## src/rtl/bas_pkg.sv

```systemverilog
// Package: shared encodings for the bus alignment sequencer.
// Assumes a 16-bit external bus and a 32-bit internal data path.
package bas_pkg;
    localparam int BUS_W = 16;
    localparam int RES_W = 32;

    typedef enum logic [1:0] {
        SZ_BYTE = 2'd0,
        SZ_WORD = 2'd1,
        SZ_LONG = 2'd2,
        SZ_BAD  = 2'd3
    } size_e;

    typedef enum logic [1:0] {
        ST_IDLE  = 2'd0,
        ST_SETUP = 2'd1,
        ST_DATA  = 2'd2,
        ST_FIN   = 2'd3
    } state_e;
endpackage

```

## src/rtl/bas_beat_plan.sv

```systemverilog
// Module: bas_beat_plan
// Purpose: decides from address, size and area width whether a request is
// legal and how many external cycles it needs (returned as count minus one).
// Assumes: purely combinational; evaluated on the request inputs at accept.
module bas_beat_plan
    import bas_pkg::*;
#(
    parameter int ADDR_W = 24
) (
    input  logic [ADDR_W-1:0] addr,
    input  logic [1:0]        size,
    input  logic              wide,
    output logic              misaligned,
    output logic [1:0]        last_idx
);
    // legality: word even, longword on 4-byte boundary, code 3 illegal
    always_comb begin
        unique case (size)
            SZ_BYTE: misaligned = 1'b0;
            SZ_WORD: misaligned = addr[0];
            SZ_LONG: misaligned = (addr[1:0] != 2'b00);
            default: misaligned = 1'b1;
        endcase
    end

    // cycle count minus one: narrow moves a byte, wide moves up to a word
    always_comb begin
        unique case (size)
            SZ_BYTE: last_idx = 2'd0;
            SZ_WORD: last_idx = wide ? 2'd0 : 2'd1;
            SZ_LONG: last_idx = wide ? 2'd1 : 2'd3;
            default: last_idx = 2'd0;
        endcase
    end
endmodule

```

## src/rtl/bas_lane_steer.sv

```systemverilog
// Module: bas_lane_steer
// Purpose: drives strobes, outgoing lane data and output enables for the
// current cycle index of a latched request.
// Assumes: idx never exceeds the planned last index; big-endian ordering.
module bas_lane_steer
    import bas_pkg::*;
(
    input  logic              active,
    input  logic              wide,
    input  logic [1:0]        size,
    input  logic              addr0,
    input  logic [1:0]        idx,
    input  logic              write,
    input  logic [RES_W-1:0]  wdata,
    output logic              ub,
    output logic              lb,
    output logic [BUS_W-1:0]  dout,
    output logic [1:0]        doe
);
    logic [1:0] top_byte;
    logic [1:0] byte_sel;
    logic       word_sel;
    logic [7:0] cur_byte;
    logic [15:0] cur_word;

    // index of the most significant byte of the request
    always_comb begin
        unique case (size)
            SZ_WORD: top_byte = 2'd1;
            SZ_LONG: top_byte = 2'd3;
            default: top_byte = 2'd0;
        endcase
    end

    // pick byte / word for this cycle, most significant first
    always_comb begin
        byte_sel = top_byte - idx;
        word_sel = (size == SZ_LONG) ? ~idx[0] : 1'b0;
        cur_byte = wdata[{byte_sel, 3'b000} +: 8];
        cur_word = word_sel ? wdata[31:16] : wdata[15:0];
    end

    // lane selection and data placement
    always_comb begin
        ub   = 1'b0;
        lb   = 1'b0;
        dout = '0;
        if (active) begin
            if (!wide) begin
                ub   = 1'b1;
                dout = {cur_byte, 8'h00};
            end else if (size == SZ_BYTE) begin
                ub   = ~addr0;
                lb   = addr0;
                dout = {cur_byte, cur_byte};
            end else begin
                ub   = 1'b1;
                lb   = 1'b1;
                dout = cur_word;
            end
        end
        doe = write ? {ub, lb} : 2'b00;
    end
endmodule

```

## src/rtl/bas_read_pack.sv

```systemverilog
// Module: bas_read_pack
// Purpose: shifts each captured lane into a right-aligned result, first
// arrival ending up most significant.
// Assumes: clear and capture are never high together.
module bas_read_pack
    import bas_pkg::*;
(
    input  logic              clk,
    input  logic              rst_n,
    input  logic              clear,
    input  logic              capture,
    input  logic              wide,
    input  logic [1:0]        size,
    input  logic              addr0,
    input  logic [BUS_W-1:0]  din,
    output logic [RES_W-1:0]  rdata
);
    logic [7:0] lane_byte;

    // byte lane chosen for a byte-wide capture
    always_comb begin
        lane_byte = (wide && addr0) ? din[7:0] : din[15:8];
    end

    // accumulate read data
    always_ff @(posedge clk) begin
        if (!rst_n) begin
            rdata <= '0;
        end else if (clear) begin
            rdata <= '0;
        end else if (capture) begin
            if (wide && size != SZ_BYTE) begin
                rdata <= {rdata[15:0], din};
            end else begin
                rdata <= {rdata[23:0], lane_byte};
            end
        end
    end
endmodule

```

## src/rtl/bus_align_seq.sv

```systemverilog
// Module: bus_align_seq (top)
// Purpose: accepts one internal request at a time and sequences the external
// cycles it needs, two clocks per cycle (setup then data), then pulses done.
// Assumes: NUM_AREAS is a power of two >= 2; area chosen by top address bits.
module bus_align_seq
    import bas_pkg::*;
#(
    parameter int ADDR_W    = 24,
    parameter int NUM_AREAS = 8
) (
    input  logic                 clk,
    input  logic                 rst_n,
    input  logic                 req_valid,
    input  logic [ADDR_W-1:0]    req_addr,
    input  logic [1:0]           req_size,
    input  logic                 req_write,
    input  logic [31:0]          req_wdata,
    input  logic [NUM_AREAS-1:0] area_wide,
    output logic                 busy,
    output logic                 done,
    output logic                 err,
    output logic [31:0]          rd_data,
    output logic [ADDR_W-1:0]    ext_addr,
    output logic                 ext_ub,
    output logic                 ext_lb,
    output logic                 ext_we,
    input  logic [15:0]          ext_din,
    output logic [15:0]          ext_dout,
    output logic [1:0]           ext_doe
);
    localparam int AREA_BITS = $clog2(NUM_AREAS);

    state_e            state_q;
    logic [ADDR_W-1:0] base_q;
    logic [1:0]        size_q;
    logic              write_q;
    logic [31:0]       wdata_q;
    logic              wide_q;
    logic              err_q;
    logic [1:0]        idx_q;
    logic [1:0]        last_q;

    logic              accept;
    logic              req_wide;
    logic              req_misal;
    logic [1:0]        req_last;
    logic              active;
    logic [ADDR_W-1:0] offs;

    // width bit of the area addressed by the incoming request
    always_comb begin
        req_wide = area_wide[req_addr[ADDR_W-1 -: AREA_BITS]];
        accept   = req_valid && (state_q == ST_IDLE);
        active   = (state_q == ST_SETUP) || (state_q == ST_DATA);
    end

    bas_beat_plan #(.ADDR_W(ADDR_W)) u_plan (
        .addr       (req_addr),
        .size       (req_size),
        .wide       (req_wide),
        .misaligned (req_misal),
        .last_idx   (req_last)
    );

    // sequencing state machine and request latch
    always_ff @(posedge clk) begin
        if (!rst_n) begin
            state_q <= ST_IDLE;
            base_q  <= '0;
            size_q  <= 2'd0;
            write_q <= 1'b0;
            wdata_q <= '0;
            wide_q  <= 1'b0;
            err_q   <= 1'b0;
            idx_q   <= 2'd0;
            last_q  <= 2'd0;
        end else begin
            unique case (state_q)
                ST_IDLE: begin
                    if (accept) begin
                        base_q  <= req_addr;
                        size_q  <= req_size;
                        write_q <= req_write;
                        wdata_q <= req_wdata;
                        wide_q  <= req_wide;
                        err_q   <= req_misal;
                        idx_q   <= 2'd0;
                        last_q  <= req_last;
                        state_q <= req_misal ? ST_FIN : ST_SETUP;
                    end
                end
                ST_SETUP: state_q <= ST_DATA;
                ST_DATA: begin
                    if (idx_q == last_q) begin
                        state_q <= ST_FIN;
                    end else begin
                        idx_q   <= idx_q + 2'd1;
                        state_q <= ST_SETUP;
                    end
                end
                default: begin
                    state_q <= ST_IDLE;
                    err_q   <= 1'b0;
                end
            endcase
        end
    end

    // external address: base plus cycle index scaled by lane count
    always_comb begin
        offs     = wide_q ? ADDR_W'({idx_q, 1'b0}) : ADDR_W'(idx_q);
        ext_addr = active ? (base_q + offs) : base_q;
        ext_we   = active && write_q;
        busy     = (state_q != ST_IDLE);
        done     = (state_q == ST_FIN);
        err      = (state_q == ST_FIN) && err_q;
    end

    bas_lane_steer u_steer (
        .active (active),
        .wide   (wide_q),
        .size   (size_q),
        .addr0  (base_q[0]),
        .idx    (idx_q),
        .write  (write_q),
        .wdata  (wdata_q),
        .ub     (ext_ub),
        .lb     (ext_lb),
        .dout   (ext_dout),
        .doe    (ext_doe)
    );

    bas_read_pack u_pack (
        .clk     (clk),
        .rst_n   (rst_n),
        .clear   (accept),
        .capture ((state_q == ST_DATA) && !write_q),
        .wide    (wide_q),
        .size    (size_q),
        .addr0   (base_q[0]),
        .din     (ext_din),
        .rdata   (rd_data)
    );

    // assertions guarding sequencing and lane use
    AST_NARROW_UPPER_ONLY: assert property (@(posedge clk) disable iff (!rst_n)
        (busy && !wide_q) |-> !ext_lb);
    AST_WIDE_BYTE_ONE_LANE: assert property (@(posedge clk) disable iff (!rst_n)
        (busy && wide_q && size_q == SZ_BYTE) |-> $onehot0({ext_ub, ext_lb}));
    AST_ERR_NO_STROBE: assert property (@(posedge clk) disable iff (!rst_n)
        err |-> !(ext_ub || ext_lb));
    AST_ADDR_HELD: assert property (@(posedge clk) disable iff (!rst_n)
        (state_q == ST_DATA) |-> ($stable(ext_addr) && $stable({ext_ub, ext_lb})));
    AST_DONE_PULSE: assert property (@(posedge clk) disable iff (!rst_n)
        done |=> !done);
    AST_BUSY_ENDS_AFTER_DONE: assert property (@(posedge clk) disable iff (!rst_n)
        $fell(busy) |-> $past(done));
    AST_READ_NO_DRIVE: assert property (@(posedge clk) disable iff (!rst_n)
        (busy && !write_q) |-> (ext_doe == 2'b00));
endmodule

```

## config.mk

```make
export PLATFORM = sky130hd
export DESIGN_NAME = bus_align_seq
export DESIGN_NICKNAME = d
export VERILOG_FILES = /design/src/rtl/bas_pkg.sv /design/src/rtl/bas_beat_plan.sv /design/src/rtl/bas_lane_steer.sv /design/src/rtl/bas_read_pack.sv /design/src/rtl/bus_align_seq.sv
export SDC_FILE = /design/constraint.sdc
export NUM_CORES = 1
export LEC_CHECK = 0
export ABC_AREA = 1
export CORE_UTILIZATION = 25
export CTS_CLUSTER_SIZE = 25
export DETAILED_ROUTE_END_ITERATION = 16
export PLACE_DENSITY = 0.52
export SYNTH_ARGS = -nofsm -noshare
export SYNTH_HDL_FRONTEND = slang
export SYNTH_SLANG_ARGS = --single-unit
```

## constraint.sdc

```tcl
create_clock -name clk -period 2.5 [get_ports clk]
set_input_delay 0.5 -clock clk [delete_from_list [all_inputs] [get_ports clk]]
set_output_delay 0.5 -clock clk [all_outputs]
set_load 0.005 [all_outputs]
```

# Yosys cells after proc, flatten, opt, wreduce, memory -nomap -nowiden
# Cells that the tools add are included.
[word_totals]
wordCells = 81
ff_bits = 99
[classes]
add_sub_neg = 3
bitwise_logic = 4
n_eq_ne = 10
n_reduce_logical = 20
n_lt_le_gt_ge = 1
muxes = 32
shift = 1
[op_table]
columns = ["cell", "count"]
rows = [
  ["16-bit 2-to-1 mux", 4],
  ["32-bit 2-to-1 mux", 1],
  ["32-bit by 6-bit indexed part select with 8-bit output", 1],
  ["24-bit by 3-bit adder with 24-bit output", 1],
  ["24-bit 2-to-1 mux", 1],
  ["2-bit 2-to-1 mux", 7],
  ["2-bit case mux with 2 select lines", 3],
  ["1-bit 2-to-1 mux", 10],
  ["2-bit equality test, second input constant", 4],
  ["8-bit 2-to-1 mux", 1],
  ["2-bit nonzero test", 4],
  ["2-bit by 1-bit equality test with 1-bit output, second input constant", 3],
  ["1-bit logical AND", 6],
  ["2-bit zero test", 3],
  ["2-bit case mux with 3 select lines", 1],
  ["3-bit by 4-bit less-than comparator with 1-bit output, second input constant", 1],
  ["2-bit inequality test, second input constant", 2],
  ["1-bit inverter", 4],
  ["2-bit AND reduction", 2],
  ["2-bit OR reduction", 2],
  ["1-bit binary-select mux with 3-bit select", 1],
  ["3-bit 2-to-1 mux", 1],
  ["1-bit case mux with 3 select lines", 1],
  ["3-bit AND reduction", 1],
  ["6 further kinds", 6],
]

# Longest topological paths before layout
[logic_depth]
depth_word = 7
mapped_depth = 13
depth_no_buf = 12

# Cells and area by module
# Synthesis repeated with hierarchy kept, for this count alone.
[unflattened]
hier_cells = 1027
area_unflattened_um2 = 6600.1
[modules_own_cells]
columns = ["mod", "seq_area_each_um2", "area_per_inst_um2", "cells_each", "instances"]
rows = [
  ["bus_align_seq", 1341.3, 3424.5, 508, 1],
  ["bas_read_pack", 640.6, 1963.1, 282, 1],
  ["bas_lane_steer", 0.0, 1129.8, 224, 1],
  ["bas_beat_plan", 0.0, 82.6, 13, 1],
]

# Worst setup path before layout
# No wires, ideal clock.
[synth_timing]
path_kind = "reg2out"
from = "register wide_q"
to = "output port ext_addr[12]"
required_time_ns = 2.000
path_stages_with_launch = 11
setup_slack_ns = 0.238
n_path_buf = 1
arrival_time_ns = 1.762
cell_sequence = "dfxtp_1 > buf_2 > nor2_1 > ha_1 > fa_1 > nand2_1 > nand2_1 > and2_4 > nand2_1 > xor2_1 > inv_1"
[synth_between]
elab_chain_cells = 3
[synth_lines]
columns = ["item", "line_no", "source"]
rows = [
  ["start, declared", "bus_align_seq.sv:38", "logic wide_q;"],
  ["start signal, assigned", "bus_align_seq.sv:85", "wide_q <= req_wide;"],
  ["3-bit 2-to-1 mux", "bus_align_seq.sv:111", "offs = wide_q ? ADDR_W'({idx_q, 1'b0}) : ADDR_W'(idx_q);"],
  ["24-bit by 3-bit adder with 24-bit output", "bus_align_seq.sv:112", "ext_addr = active ? (base_q + offs) : base_q;"],
  ["24-bit 2-to-1 mux", "bus_align_seq.sv:112", ""],
  ["end, declared", "bus_align_seq.sv:23", "output logic [ADDR_W-1:0] ext_addr,"],
]
# Every way passes these cells.

# Worst setup path after layout
[layout_timing]
from = "register size_q[1]"
to = "output port ext_dout[11]"
[layout_between]
elab_chain_cells = 7
word_cells_on_any_way = 11
classes_between = "add/sub: 1; eq/ne: 2; shift: 1; mux: 6; reduce/logical: 1"
[layout_lines]
columns = ["item", "line_no", "source"]
rows = [
  ["start, declared", "bus_align_seq.sv:35", "logic [1:0] size_q;"],
  ["start signal, assigned", "bus_align_seq.sv:82", "size_q <= req_size;"],
  ["2-bit equality test / 2-bit by 1-bit equality test with 1-bit output (equally long branches)", "bas_lane_steer.sv:28, bas_lane_steer.sv:38", ""],
  ["2-bit case mux with 2 select lines", "bas_lane_steer.sv:28", "unique case (size)"],
  ["2-bit subtractor", "bas_lane_steer.sv:37", "byte_sel = top_byte - idx;"],
  ["32-bit by 6-bit indexed part select with 8-bit output", "bas_lane_steer.sv:39", "cur_byte = wdata[{byte_sel, 3'b000} +: 8];"],
  ["16-bit 2-to-1 mux", "bas_lane_steer.sv:52", "end else if (size == SZ_BYTE) begin"],
  ["16-bit 2-to-1 mux (*)", "bas_lane_steer.sv:49", "if (!wide) begin"],
  ["16-bit 2-to-1 mux (*)", "bas_lane_steer.sv:48", "if (active) begin"],
  ["end, declared", "bus_align_seq.sv:28", "output logic [15:0] ext_dout,"],
]
# Mark *: on every way between the ends. The rest lies on a longest branch, timed or not.

==> key figures <==
Run status
  – Status: finished with violations
  – Failing checks: negative setup slack

Clock network
  – CTS Root Cell: clkbuf_16
  – CTS Buffer Depth: 2
  – H-Tree Depth: 3
  – Clk pin slew, worst setup/hold paths: 0.08 ns
  – Clk_lat worst skew: about 0.36 ns
  – TritonCTS Sinks: slightly below 100
  – CTS Hold Bufs: 0
  – CTS tree: done
  – TritonCTS buffer count: 9

Route
  – 1st-iter DRT viols: 380
  – Drt wl/cell: roughly 14 microns
  – Drt first pass iters: 5
  – Vias: 6572
  – DRT Wirelength: just over 20000 microns
  – Antenna viol nets, final: 0
  – Post-DR vias/cell: approximately 4.5
  – DRC violations left: 0

Timing
  – Final hold viol count: 0
  – Setup-failing EPs final: 31
  – Slew Viols, Final: 0
  – Skew final: 0.01495 ns
  – Tmin final: approximately 2.7 ns
  – Hold slack: approximately 0.47 ns
  – Worst Tran Pin Value: 0.5800 ns
  – Fmax: 372.8 MHz
  – RSZ-0062 raised after global routing: yes
  – Slew HR: approximately 60%
  – Fin crit share: 107.3%
  – PnR worst setup slack: -0.1822 ns

Worst setup path
  – Register-to-Register Path Depth: 9
  – Crit path kind: flip-flop to primary output
  – Reg2reg end: u_pack.rdata[4]
  – CP Launch Point: size_q[1]
  – Critical path capture point type: primary output
  – CP cell instances: inv_2 > ha_4 > inv_4 > ha_4 > buf_12 > nor2_2 > a21oi_1 > nand3_1 > buf_4 > nand3_2 > nand2_1 > inv_1 > buf_2
  – Crit-path max FO: 4
  – Critical Path Source Type: flip-flop
  – WP data required: ~2.0 ns
  – Crit path DAT: 2.18 ns
  – Crit path max-delay family: adder cells
  – Worst path buffer plus inverter count: 6
  – FF-to-FF Start: state_q[0]
  – Critical path depth in cells: 13
  – Crit path capture: ext_dout[11]
  – Most common cell on crit path: ha_4
  – Slowest stage cell, crit path: dfxtp_2
  – Max stage delay on crit path: around 0.34 ns
  – Reg2Reg Setup Slack: around 0.84 ns

Yosys
  – Commonest register cell after synthesis: dfxtp_1
  – Syn. warnings: 0
  – Seq/Total Area, Yosys: 33.47%
  – Post-synthesis register bit count: ~100
  – Syn avg cell area: 6.332 sq um
  – Dominant cell by count in the synthesized netlist: nand2_1
  – Post-synth EDFFs: 0
  – Post-synth top cells: nand2_1, inv_1, nor2_1
  – Cell Area, Synth: 0.005921 sq mm
  – Synth cell types: 32
  – Asr flop ratio synth: 0%
  – Synth area leaders: dfxtp_1, nand2_1, o21ai_0
  – Syn Inst Count: roughly 940
  – Total nets after synthesis: 1036
  – Synth area leader: dfxtp_1
  – Yosys top cell area share: 33.47%

Min path
  – Hold Path Class: flip-flop to flip-flop

GRT
  – Vias in the first global route: around 6300
  – Initial antenna violation count: 0
  – First-pass GRT wire length: around 32000 microns
  – GRT overflow: 0
  – GRT Total Usage: ~17%
  – Pin count of the biggest net entering global routing: 67

Place
  – Placed cells: 1415
  – Detailed placement HPWL: roughly 14000 microns
  – Placer Congestion: 0.7962
  – I/O Buffers: about 170
  – Pre-CTS WS: -0.2405 ns

Floorplanning
  – Die ar.: between 0.02 and 0.025 sq mm
  – Number of top-level pins: ~170
  – Die height: 155.9 microns
  – Die Width: approximately 160 microns
  – Initial Util: 25.84%
  – Core footprint: around 0.023 sq mm
  – FP Rows: 55

Final layout
  – Net count, final: approximately 1200
  – Layout cell share with drive strength beyond 1: around a fifth
  – Diodes inserted: 0
  – Cell Count, Final, Fillers Out: between 1000 and 1500
  – Synthesis-to-finish area growth: 53.25%

Power
  – P_leak: roughly 4.3 nW
  – PD cells: about 1100 mW/mm^2
  – VDD IR max: 458.0 uV

Run
  – MaxCap Viol Count: 0
## cell families after synthesis
family	count (synthesis)	share of synthesized area, %
buffers and inverters	185	12.47
AND/OR/NAND/NOR	428	30.62
adder cells (fa/ha/maj)	15	3.297
XOR/XNOR	10	1.479
AO/OA/AOI/OAI	198	18.66
flip-flops	99	33.47
## cell usage in the layout (no fill, tap or decap), types with 7 or more instances in the layout
master           instances
buf_4                   50
ha_1                     8
clkdlybuf4s50_1        121
a21oi_2                  7
inv_1                  122
o21ai_1                 15
clkbuf_16               10
nor2_4                   9
nand2_4                  8
nor2_1                 103
nand2_2                 17
buf_6                   19
a21oi_1                 44
nand3_1                 52
o21ai_0                 87
inv_2                   10
nand2_1                199
buf_2                   36
dfxtp_1                 92
o211ai_1                40
nor2_2                  11
nand3_2                  9
nand3b_1                 7
## layout make-up
class                           instances  area [sq um]
Tap cell                              313         391.6
Clock buffer                            9         225.2
Multi-Input combinational cell        651          3595
Fill cell                            2453         13840
Sequential cell                        99          1993
Inverter                              137         525.5
Timing Repair Buffer                  243          2248
Clock inverter                          7         95.09
## how the worst min path moves through the flow
stage	cells past startpoint	slack [ns]	from	endpoint
finish	2	0.47	last_q[1]	last_q[1]
global route	2	0.48	last_q[1]	last_q[1]
CTS	2	0.47	last_q[1]	last_q[1]
detailed placement	2	0.46	last_q[1]	last_q[1]
global placement	2	0.45	last_q[1]	last_q[1]
floorplan	2	0.44	last_q[1]	last_q[1]
## flip-flops by register name, summed over array words and instances (netlist names)
signal and count:
base_q 24, err_q 1, idx_q 2, last_q 2, size_q 2, state_q 2
u_pack.rdata 32, wdata_q 32, wide_q 1, write_q 1
## worst min-delay path, stage by stage, from the launching register on
cell and delay [ns]:
dfxtp_1 0.33, nand2_1 0.06, nand2_1 0.04
## power by group
part / switching (mW) / total (mW) / internal [mW]
Sequential: 0.425 / 2.49 / 2.07
Clock: 0.721 / 1.53 / 0.808
Combinational: 2.93 / 5.52 / 2.59
## routing by layer
| layer | track usage [%] | up-vias | routed length (microns) |
|---|---|---|---|
| li1 | - | 3395 | - |
| met1 | 22.13 | 3010 | 9558 |
| met2 | 27.74 | 150 | 9520 |
| met3 | 4.083 | 17 | 1210 |
| met4 | 4.435 | 0 | 257 |
| met5 | 0 | - | 0 |
## what timing repair did
action / 4_1_cts / 5_1_grt
pin swaps: 61 / 48
resized for setup: 229 / 63
endpoints found under the setup margin: 44 / 39
buffers inserted: 27 / 2
gates cloned: 2 / 1
## through the flow
stage                     TNS [ns]  utilization, %  area (sq um)  total power, mW
after floorplan                  0               -          5921            5.050
after detailed placement    -5.296           35.68          8175            7.306
after CTS                   -3.478           38.64          8853            9.400
after global placement      -4.357           35.68          8175            7.302
final                       -3.226           39.60          9074            9.538
after global routing        -7.390           39.60          9074            10.32
Power figures use the tool's default switching activity.
